===== config.mk =====
export PLATFORM = sky130hd
export DESIGN_NAME = uart_frame_tx
export DESIGN_NICKNAME = d
export VERILOG_FILES = /design/src/rtl/uart_tx_pkg.sv /design/src/rtl/uart_tx_baud.sv /design/src/rtl/uart_tx_hold.sv /design/src/rtl/uart_tx_engine.sv /design/src/rtl/uart_frame_tx.sv
export SDC_FILE = /design/constraint.sdc
export NUM_CORES = 1
export LEC_CHECK = 0
export ABC_AREA = 1
export BUFFER_PORTS_ARGS = -buffer_cell sky130_fd_sc_hd__buf_2
export CAP_MARGIN = 20
export CORE_ASPECT_RATIO = 2
export CORE_MARGIN = 5
export CORE_UTILIZATION = 45
export CTS_CLUSTER_DIAMETER = 50
export DETAILED_ROUTE_END_ITERATION = 8
export PLACE_DENSITY = 0.66
export SLEW_MARGIN = 20
export SYNTH_ARGS = -nofsm -noshare
export SYNTH_HDL_FRONTEND = slang
export SYNTH_SLANG_ARGS = --single-unit

===== constraint.sdc =====
create_clock -name clk -period 3.8 [get_ports clk]
set_input_delay 0.19 -clock clk [delete_from_list [all_inputs] [get_ports clk]]
set_output_delay 0.19 -clock clk [all_outputs]
set_load 0.03 [all_outputs]

===== src/rtl/uart_tx_pkg.sv =====
package uart_tx_pkg;
  typedef enum logic [1:0] {
    K_DATA  = 2'd0,
    K_IDLE  = 2'd1,
    K_BREAK = 2'd2
  } frame_kind_e;

  typedef enum logic [1:0] {
    PH_OFF  = 2'd0,
    PH_BODY = 2'd1,
    PH_STOP = 2'd2
  } frame_phase_e;
endpackage


===== src/rtl/uart_tx_baud.sv =====
module uart_tx_baud #(
  parameter int DIV_W = 16
) (
  input  logic             clk,
  input  logic             rst_n,
  input  logic             run,
  input  logic             restart,
  input  logic [DIV_W-1:0] div,
  output logic             tick
);
  logic [DIV_W-1:0] cnt;
  logic [DIV_W-1:0] lim;

  // a divide value of zero behaves like one
  assign lim  = (div == '0) ? '0 : div - 1'b1;
  assign tick = run && (cnt == lim);

  always_ff @(posedge clk or negedge rst_n) begin
    if (!rst_n) begin
      cnt <= '0;
    end else if (!run || restart || tick) begin
      cnt <= '0;
    end else begin
      cnt <= cnt + 1'b1;
    end
  end
endmodule


===== src/rtl/uart_tx_hold.sv =====
module uart_tx_hold #(
  parameter int W = 9
) (
  input  logic         clk,
  input  logic         rst_n,
  input  logic         in_valid,
  output logic         in_ready,
  input  logic [W-1:0] in_data,
  input  logic         take,
  output logic         full,
  output logic [W-1:0] out_data
);
  logic wr;

  assign in_ready = !full;
  assign wr       = in_valid && !full;

  always_ff @(posedge clk or negedge rst_n) begin
    if (!rst_n) begin
      full     <= 1'b0;
      out_data <= '0;
    end else begin
      if (wr) begin
        full     <= 1'b1;
        out_data <= in_data;
      end else if (take) begin
        full <= 1'b0;
      end
    end
  end

  // a buffered word stays put until the engine takes it
  p_keep_until_take_r6: assert property (@(posedge clk) disable iff (!rst_n)
    (full && !take) |=> (full && $stable(out_data)));

  // the engine only takes a word that is present
  p_take_only_full_r6: assert property (@(posedge clk) disable iff (!rst_n)
    take |-> full);
endmodule


===== src/rtl/uart_tx_engine.sv =====
module uart_tx_engine
  import uart_tx_pkg::*;
#(
  parameter int OVS  = 16,
  parameter int WMAX = 9
) (
  input  logic            clk,
  input  logic            rst_n,
  input  logic            tick,
  input  logic            load,
  input  frame_kind_e     kind,
  input  logic [WMAX-1:0] word,
  input  logic            long_w,
  input  logic            par_en,
  input  logic            par_odd,
  input  logic [1:0]      stop_code,
  output logic            txd,
  output logic            busy,
  output logic            frame_end
);
  localparam int SRW = WMAX + 1;
  localparam int STW = $clog2(2 * OVS + 1);
  localparam int BW  = $clog2(SRW + 1);

  frame_phase_e    phase;
  logic [SRW-1:0]  sr;
  logic [BW-1:0]   left;
  logic [STW-1:0]  sub;
  logic [STW-1:0]  stop_len;

  logic [WMAX-1:0] dbits;
  logic [SRW-1:0]  body;
  logic [BW-1:0]   nleft;
  logic [STW-1:0]  stop_t;
  logic            par_s;
  logic            par_l;

  // parity over the bits below the replaced position
  assign par_s = (^word[WMAX-3:0]) ^ par_odd;
  assign par_l = (^word[WMAX-2:0]) ^ par_odd;

  always_comb begin
    dbits = word;
    if (!long_w) dbits[WMAX-1] = 1'b1;
    if (par_en) begin
      if (long_w) dbits[WMAX-1] = par_l;
      else        dbits[WMAX-2] = par_s;
    end
    unique case (kind)
      K_IDLE:  body = '1;
      K_BREAK: body = '0;
      default: body = {dbits, 1'b0};
    endcase
    nleft = long_w ? BW'(WMAX) : BW'(WMAX - 1);
    unique case (stop_code)
      2'b01:   stop_t = STW'(OVS / 2);
      2'b10:   stop_t = STW'(2 * OVS);
      2'b11:   stop_t = STW'(OVS + OVS / 2);
      default: stop_t = STW'(OVS);
    endcase
  end

  assign busy      = (phase != PH_OFF);
  assign frame_end = tick && (phase == PH_STOP) && (sub == stop_len - 1'b1);

  always_ff @(posedge clk or negedge rst_n) begin
    if (!rst_n) begin
      phase    <= PH_OFF;
      txd      <= 1'b1;
      sr       <= '1;
      left     <= '0;
      sub      <= '0;
      stop_len <= STW'(OVS);
    end else begin
      if (tick) begin
        unique case (phase)
          PH_BODY: begin
            if (sub == STW'(OVS - 1)) begin
              sub <= '0;
              if (left == '0) begin
                phase <= PH_STOP;
                txd   <= 1'b1;
              end else begin
                txd  <= sr[0];
                sr   <= {1'b1, sr[SRW-1:1]};
                left <= left - 1'b1;
              end
            end else begin
              sub <= sub + 1'b1;
            end
          end
          PH_STOP: begin
            if (frame_end) begin
              phase <= PH_OFF;
              sub   <= '0;
            end else begin
              sub <= sub + 1'b1;
            end
          end
          default: ;
        endcase
      end
      if (load) begin
        phase    <= PH_BODY;
        txd      <= body[0];
        sr       <= {1'b1, body[SRW-1:1]};
        left     <= nleft;
        sub      <= '0;
        stop_len <= stop_t;
      end
    end
  end

  // a character frame opens with a low start bit
  p_start_low_r2: assert property (@(posedge clk) disable iff (!rst_n)
    (load && kind == K_DATA) |=> !txd);

  // a break frame pulls the line low at once
  p_break_low_r9: assert property (@(posedge clk) disable iff (!rst_n)
    (load && kind == K_BREAK) |=> !txd);

  // an idle frame keeps the line high from its first cycle
  p_idle_high_r8: assert property (@(posedge clk) disable iff (!rst_n)
    (load && kind == K_IDLE) |=> txd);

  // the stop period is always high
  p_stop_high_r5: assert property (@(posedge clk) disable iff (!rst_n)
    (phase == PH_STOP) |-> txd);

  // no frame on the line means the line rests high
  p_rest_high_r1: assert property (@(posedge clk) disable iff (!rst_n)
    (phase == PH_OFF) |-> txd);
endmodule


===== src/rtl/uart_frame_tx.sv =====
module uart_frame_tx
  import uart_tx_pkg::*;
#(
  parameter int DIV_W = 16,
  parameter int WMAX  = 9,
  parameter int OVS   = 16
) (
  input  logic             clk,
  input  logic             rst_n,
  input  logic [DIV_W-1:0] cfg_div,
  input  logic             cfg_long_word,
  input  logic             cfg_parity_en,
  input  logic             cfg_parity_odd,
  input  logic [1:0]       cfg_stop,
  input  logic             in_valid,
  output logic             in_ready,
  input  logic [WMAX-1:0]  in_data,
  input  logic             idle_req,
  input  logic             break_req,
  output logic             txd,
  output logic             tx_done
);
  logic            tick;
  logic            busy;
  logic            frame_end;
  logic            hold_full;
  logic [WMAX-1:0] hold_data;
  logic            pend_idle;
  logic            pend_brk;
  logic            have_work;
  logic            load;
  logic            take;
  frame_kind_e     kind;

  always_comb begin
    if (pend_brk)       kind = K_BREAK;
    else if (pend_idle) kind = K_IDLE;
    else                kind = K_DATA;
  end

  assign have_work = pend_brk || pend_idle || hold_full;
  assign load      = have_work && (!busy || frame_end);
  assign take      = load && (kind == K_DATA);
  assign tx_done   = !busy && !hold_full && !pend_brk && !pend_idle;

  always_ff @(posedge clk or negedge rst_n) begin
    if (!rst_n) begin
      pend_idle <= 1'b0;
      pend_brk  <= 1'b0;
    end else begin
      if (break_req)                      pend_brk <= 1'b1;
      else if (load && kind == K_BREAK)   pend_brk <= 1'b0;
      if (idle_req)                       pend_idle <= 1'b1;
      else if (load && kind == K_IDLE)    pend_idle <= 1'b0;
    end
  end

  uart_tx_hold #(.W(WMAX)) u_hold (
    .clk      (clk),
    .rst_n    (rst_n),
    .in_valid (in_valid),
    .in_ready (in_ready),
    .in_data  (in_data),
    .take     (take),
    .full     (hold_full),
    .out_data (hold_data)
  );

  uart_tx_baud #(.DIV_W(DIV_W)) u_baud (
    .clk     (clk),
    .rst_n   (rst_n),
    .run     (busy),
    .restart (load),
    .div     (cfg_div),
    .tick    (tick)
  );

  uart_tx_engine #(.OVS(OVS), .WMAX(WMAX)) u_engine (
    .clk       (clk),
    .rst_n     (rst_n),
    .tick      (tick),
    .load      (load),
    .kind      (kind),
    .word      (hold_data),
    .long_w    (cfg_long_word),
    .par_en    (cfg_parity_en),
    .par_odd   (cfg_parity_odd),
    .stop_code (cfg_stop),
    .txd       (txd),
    .busy      (busy),
    .frame_end (frame_end)
  );

  // reporting completion implies the line is at rest
  p_done_line_high_r7: assert property (@(posedge clk) disable iff (!rst_n)
    tx_done |-> txd);

  // a pending break is never passed over by a data frame
  p_break_before_data_r10: assert property (@(posedge clk) disable iff (!rst_n)
    (pend_brk && load) |-> !take);
endmodule


==> results of run 1 <==
## Yosys cell counts (all sizes together)
cell type	number
xor2	15
buf	10
inv	65
nand2	149
nand4	19
nand3	39
a21oi	14
nor3	10
o21ai	41
dfrtp	42
mux2	8
o31ai	1
ha	10
xnor2	8
nor2	74
and2	1
clkbuf	1
o21bai	5
nor4	2
dfstp	11
nand3b	2
nor3b	6
or2	1
## final cells by class
class | count | area, um^2 | area share
clock buffers | 6 | 129 | 0.0306
clock inverters | 2 | 15.0 | 0.00357
inverters | 65 | 244 | 0.0579
multi-input cells | 405 | 2160 | 0.512
flip-flops and latches | 53 | 1340 | 0.318
well taps | 98 | 123 | 0.0291
repair buffers | 39 | 203 | 0.0481
## critical path, delay by kind of cell
kind,cells,cell delay [ns]
compound gates,2,0.28
simple gates,15,2.07
fa+ha+maj,1,0.25
buf+inv,2,0.25
## per-stage QoR
stage / setup WS (ns) / total power [mW] / hold slack (ns) / cell area [um^2] / util
finish: 0.933 / 1.27 / 0.0970 / 4210 / 0.508
global route: 0.455 / 1.34 / 0.114 / 4210 / 0.508
CTS: 0.893 / 1.28 / 0.100 / 4210 / 0.508
detailed placement: 0.597 / 0.832 / 0.245 / 4060 / 0.489
global placement: 0.643 / 0.825 / 0.241 / 4060 / 0.489
floorplan: 1.46 / 0.762 / -0.106 / 3830 / -
## flip-flops by register name, indices dropped and copies added, names as in the netlist
name / flops
u_engine.stop_len: 3
u_engine.left: 4
pend_brk: 1
u_engine.sub: 6
u_engine.txd: 1
u_hold.out_data: 9
u_baud.cnt: 16
u_engine.phase: 2
pend_idle: 1
u_engine.sr: 9
u_hold.full: 1
## final timing paths
check	from	to	slack, ns
setup reg to reg	u_engine.stop_len[4]$_DFFE_PN1N_	u_engine.left[3]$_DFFE_PN0P_	1.15
min in group asynchronous	rst_n	u_engine.stop_len[3]$_DFFE_PN0N_	0.44
max in group asynchronous	rst_n	u_engine.sr[8]$_DFFE_PN1P_	2.56
setup / recovery	cfg_div[0]	u_engine.left[3]$_DFFE_PN0P_	0.93
hold / removal	idle_req	pend_idle$_DFFE_PN0P_	0.1
hold reg to reg	u_engine.sr[7]$_DFFE_PN1P_	u_engine.sr[7]$_DFFE_PN1P_	0.46
## kinds of logic after synthesis
| logic type | Yosys count |
|---|---|
| fa+ha+maj | 10 |
| mux | 8 |
| flops | 53 |
| simple gates | 303 |
| compound gates | 61 |
| buf+inv | 76 |
| xor+xnor | 23 |
## routing by layer
layer,part of all wire,vias to the layer above,global-route usage
li1,-,1794,-
met1,0.36,1626,0.181
met4,0.047,0,0.0968
met3,0.027,32,0.0215
met5,0,-,0
met2,0.57,76,0.344
## power by group
part           total (mW)  switching [mW]  internal [mW]
Clock               0.448           0.203          0.245
Sequential          0.618          0.0216          0.597
Combinational       0.202           0.122         0.0795
## cell usage in the layout (no fill, tap or decap), types with 10 or more instances in the layout
| cell | netlist | final |
|---|---|---|
| o21ai_2 | 11 | 11 |
| a21oi_1 | 12 | 12 |
| o21ai_0 | 26 | 26 |
| ha_1 | 10 | 10 |
| inv_1 | 64 | 64 |
| nand4_1 | 19 | 19 |
| dfrtp_1 | 42 | 42 |
| buf_2 | 3 | 37 |
| dfstp_2 | 11 | 11 |
| nor2_1 | 66 | 66 |
| nand3_1 | 36 | 36 |
| xor2_1 | 15 | 15 |
| nor3_1 | 10 | 10 |
| nand2_1 | 140 | 140 |
## what timing repair did
action	in CTS	in global routing
hold buffers	1	0
hold endpoints to repair	26	0
resized for setup	0	0
==> qor.csv, run 1 <==
metric,value,unit
Synth top area share,0.274,
clock sinks,53,
relative slew slack,0.477,
max-cap violations,0,
mux contribution to synthesized area,0.0235,
Nets,614,
Max Clock Skew,0.00528,ns
Die Span X,75.2,um
Mapped Nets,579,
Worst-Margin Slew,0.777,ns
# diodes,0,
Worst VDD drop,0.336,mV
CTS Buf Count,5,
Max Fanout on Critical Path,28,
simple logic cell fraction of the synthesized area,0.356,
CTS tree,yes,
DR DRC count,0,
Finish-stage setup viols,0,
largest net degree at the start of global routing,29,
Fin. Hold Viols,0,
fin crit share,0.754,
post-CTS setup buffers,0,
Fmax,349,MHz
antenna violations before repair,0,
H-tree level count,2,
Sum Neg Setup Slack,0,ns
pwr/cell area,301,nW/um^2
row count,47,
Pleak,2.05,nW
Vias,3528,
Syn Area/Cell,7.17,um^2
Post-Syn Instances,534,
critical-path cell list,"buf_2, inv_1, ha_1, nand2_2, nor2_2, nand2_4, nand3_1, nand2_1, nor2_1, nand2_1, nor2_1, nand2_1, nor2_1, nand3_2, nand2_2, nand2_4, a21oi_4, nand2_2, nand2_1, o21ai_2",
startpoint types,input port,
Synth cell types,35,
Hold Path Class,in -> reg,
worst path arrival time,3.04,ns
GRT Total Usage,0.182,
post-synth top area cell,dfrtp_1,
vias in the first global route,3539,
status,"complete, no violations",
cell with the most instances on the worst path,nand2_1,
initial core utilization,0.462,
final WL,8.80,mm
IO buf count,37,
Synth-to-Final Area Change,9.90,%
Max stage delay on crit path,0.32,ns
share of cells above drive strength 1,0.174,
min cycle time layout,2.87,ns
CP Data Required Time,3.97,ns
Synth Area in XOR/XNOR,0.0526,
path depth of the worst reg2reg path,12,
adder-cell share of the synthesized area,0.0327,
CP Class,in -> reg,
placed insts,659,
Clock transition at path regs,0.07,ns
Crit-path slowest cell,nand2_2,
die area,10600,um^2
Iter 0 DRT Violations,140,
final std cells w/o fill,668,
post-detail-place hpwl,7.14,mm
die height,140,um
CP Capture Type,flop,
post-synthesis sequential area ratio,0.350,
first-pass GRT wire length,15.2,mm
Synth Area in Compound Gates,0.0983,
Slew Limit Fails,0,
Syn. warnings,0,
IO Count,38,
Post-Syn Area,3830,um^2
Yosys reg bits,53,
clk_lat worst skew,0.29,ns
grt total ovfl,0,
drt pass-1 iters,4,
unrepaired setup endpoints after global routing,no,
detailed-route wire length per cell,13.2,um
Detail Route Antenna Nets,0,
RePlAce Congestion,0.889,
via/cell ratio,5.28,
area of the core,8290,um^2
fillers,844,
top area cells in the synthesized netlist,"dfrtp_1 (27%), nand2_1 (14%), dfstp_2 (7.5%)",
hold path cells,2,
main combinational cell family by area after synthesis,simple AND/OR/NAND/NOR gates,
CTS root buf,clkbuf_16,
Clock Tree Buf Depth,2,
Power figures use the tool's default switching activity.
==> inputs of run 2 (changes only) <==
==> constraint.sdc (replaced) <==
create_clock -name clk -period 2.8 [get_ports clk]
set_input_delay 0.14 -clock clk [delete_from_list [all_inputs] [get_ports clk]]
set_output_delay 0.14 -clock clk [all_outputs]
set_load 0.03 [all_outputs]
==> run 2 against run 1 <==
  * Highest routed layer unchanged
  * Sequential cell count unchanged
  * Utilization grew 1.4 points
  * First-iteration DRC count fell by 11%
  * Cell count up 1.3%
  * Worst setup slack worse by 0.60 ns
  * Critical path depth grew 1
  * Critical path type unchanged
==> qor.csv, run 2 (synthesized netlist as in run 1, its figures left out) <==
metric,value,unit,change
clk_lat worst skew,0.29,ns,about the same
worst path arrival time,2.64,ns,-0.40 ns
register area,1340,um^2,unchanged
initial core utilization,0.462,,unchanged
Max Clock Skew,0.00708,ns,+0.00180 ns
drt pass-1 iters,4,,unchanged
fin crit share,0.880,,
H-tree level count,2,,unchanged
Hold Path Class,in -> reg,,
Finish-stage setup viols,0,,unchanged
IO Count,38,,unchanged
CTS Buf Count,5,,unchanged
vias in the first global route,3525,,-0.40%
Net Sw Frac,0.261,,-0.0127
CTS root buf,clkbuf_16,,
clock network power share,0.385,,+0.032
IO buf count,37,,unchanged
CP Data Required Time,2.98,ns,-0.99 ns
WP buf/inv,3,,+1
Fmax,406,MHz,
CP top delay family,simple AND/OR/NAND/NOR gates,,
DR DRC count,0,,unchanged
pwr/cell area,421,nW/um^2,+40%
RePlAce Congestion,0.860,,-3.3%
critical-path cell list,"buf_2, inv_1, ha_1, nand2_2, nor2_2, nand2_4, nand3_1, nand2_1, nor2_1, nand2_1, nor2_1, nand2_1, nor2_1, nand3_2, nand2_2, nand2_4, a21oi_4, nand2_2, buf_12, nand2_1, o21ai_2",,
Max Fanout on Critical Path,28,,unchanged
Die Span X,75.2,um,unchanged
fillers,837,,-0.83%
cell with the most instances on the worst path,nand2_1,,
CP Class,in -> reg,,
"most common cell after layout, fill and taps aside",nand2_1,,
Clock Tree Buf Depth,2,,unchanged
Pleak,2.12,nW,+3.4%
antenna violations before repair,0,,unchanged
Synth-to-Final Area Change,12.8,%,
detailed-route wire length per cell,13.3,um,+1.2%
share of cells above drive strength 1,0.188,,+0.0146
Int Power,1.34,mW,+46%
Worst-Margin Slew,0.664,ns,-0.113 ns
die area,10600,um^2,unchanged
Top reg by flops,u_baud.cnt,,
unrepaired setup endpoints after global routing,no,,
min cycle time layout,2.46,ns,
post-detail-place hpwl,7.20,mm,+0.85%
max-cap violations,0,,unchanged
die height,140,um,unchanged
Max stage delay on crit path,0.23,ns,-0.09 ns
Slew Limit Fails,0,,unchanged
area of the core,8290,um^2,unchanged
Detail Route Antenna Nets,0,,unchanged
relative slew slack,0.553,,+0.0763
max reg flops,16,,unchanged
sequential share of power,0.463,,-0.025
most frequent cells in the layout,"nand2_1 (140), nor2_1 (66), inv_1 (64), dfrtp_1 (42)",,
largest registers,"u_baud.cnt: 16 flops, u_engine.sr: 9 flops, u_hold.out_data: 9 flops",,
row count,47,,unchanged
grt total ovfl,0,,unchanged
status,"complete, no violations",,
multi-input logic area,2160,um^2,+0.29%
Nets,623,,+1.5%
Worst VDD drop,0.407,mV,+21%
fin util,0.521,,+0.0136
clock sinks,53,,unchanged
via/cell ratio,5.14,,-2.7%
Switching Power,475,uW,+37%
largest net degree at the start of global routing,49,,+69%
Fin. Hold Viols,0,,unchanged
combinational power share,0.152,,-0.007
# diodes,0,,unchanged
post-CTS setup buffers,0,,unchanged
startpoint types,input port,,
Sum Neg Setup Slack,0,ns,unchanged
Crit-path slowest cell,nor2_1,,
final WL,9.02,mm,+2.5%
GRT Total Usage,0.183,,+0.000567
Clock transition at path regs,0.07,ns,about the same
Vias,3480,,-1.4%
CTS tree,yes,,
Iter 0 DRT Violations,124,,-11%
CP Capture Type,flop,,
first-pass GRT wire length,15.2,mm,+0.55%
[run 2: worst register-to-register path, cell delays in order (launching register included)]
cell and delay [ns]:
dfrtp_1 0.40, ha_1 0.18, nand2_1 0.07, nor2_1 0.09, inv_1 0.05, nor2_1 0.13, nand2_1 0.11, nor3_1 0.31
nand2_1 0.12, nor3_1 0.16, inv_1 0.10, nor3_1 0.24, nand2_1 0.11, xor2_1 0.15, nor2_1 0.10
[run 2: stage by stage]
| stage | worst slack (ns) | hold WS, ns | instances | area (um^2) | power [mW] |
|---|---|---|---|---|---|
| 2_1_floorplan | 0.506 | -0.156 | 534 | 3830 | 1.03 |
| 3_3_place_gp | 0.100 | 0.357 | 668 | 4140 | 1.12 |
| 3_5_place_dp | 0.00262 | 0.351 | 668 | 4140 | 1.13 |
| 4_1_cts | 0.310 | 0.0424 | 676 | 4300 | 1.84 |
| 5_1_grt | 0.00625 | 0.0419 | 677 | 4320 | 1.92 |
| 6_report | 0.337 | 0.0467 | 677 | 4320 | 1.82 |
[run 2: cell type report]
cell class | count | share of cell area
clock inverter | 2 | 0.00897
tap | 98 | 0.0284
multi-input combinational | 405 | 0.500
timing repair buffer | 48 | 0.0660
sequential | 53 | 0.310
inverter | 65 | 0.0564
clock buffer | 6 | 0.0298
[run 2: routing by layer]
metal,GRT usage,vias to the layer above,part of all wire
li1,-,1798,-
met1,0.177,1611,0.35
met2,0.366,59,0.60
met3,0.0179,12,0.026
met4,0.0691,0,0.024
met5,0,-,0
[run 2: power by group through the flow]
stage	Sequential (mW)	Clock, mW	Combinational [mW]
CTS	0.840	0.719	0.277
floorplan	0.849	0	0.185
global route	0.847	0.755	0.319
global placement	0.852	0	0.268
finish	0.842	0.700	0.277
detailed placement	0.855	0	0.276
[run 2: worst paths after layout]
check	start	endpoint	slack (ns)	cells past startpoint
min in group asynchronous	rst_n	u_engine.sub[2]$_DFFE_PN0P_	0.40	2
max in group asynchronous	rst_n	u_engine.sr[5]$_DFFE_PN1P_	1.77	3
worst max-delay path	cfg_div[0]	u_engine.left[3]$_DFFE_PN0P_	0.34	21
worst max register to register	u_baud.cnt[0]$_DFF_PN0_	u_baud.cnt[14]$_DFF_PN0_	0.42	14
worst min-delay path	idle_req	pend_idle$_DFFE_PN0P_	0.05	2
worst min register to register	u_engine.sr[7]$_DFFE_PN1P_	u_engine.sr[7]$_DFFE_PN1P_	0.47	2
[run 2: repair_timing]
action	4_1_cts	5_1_grt
resized for setup	0	1
endpoints found under the hold margin	0	42
setup endpoints to repair	0	1
hold buffers	0	1
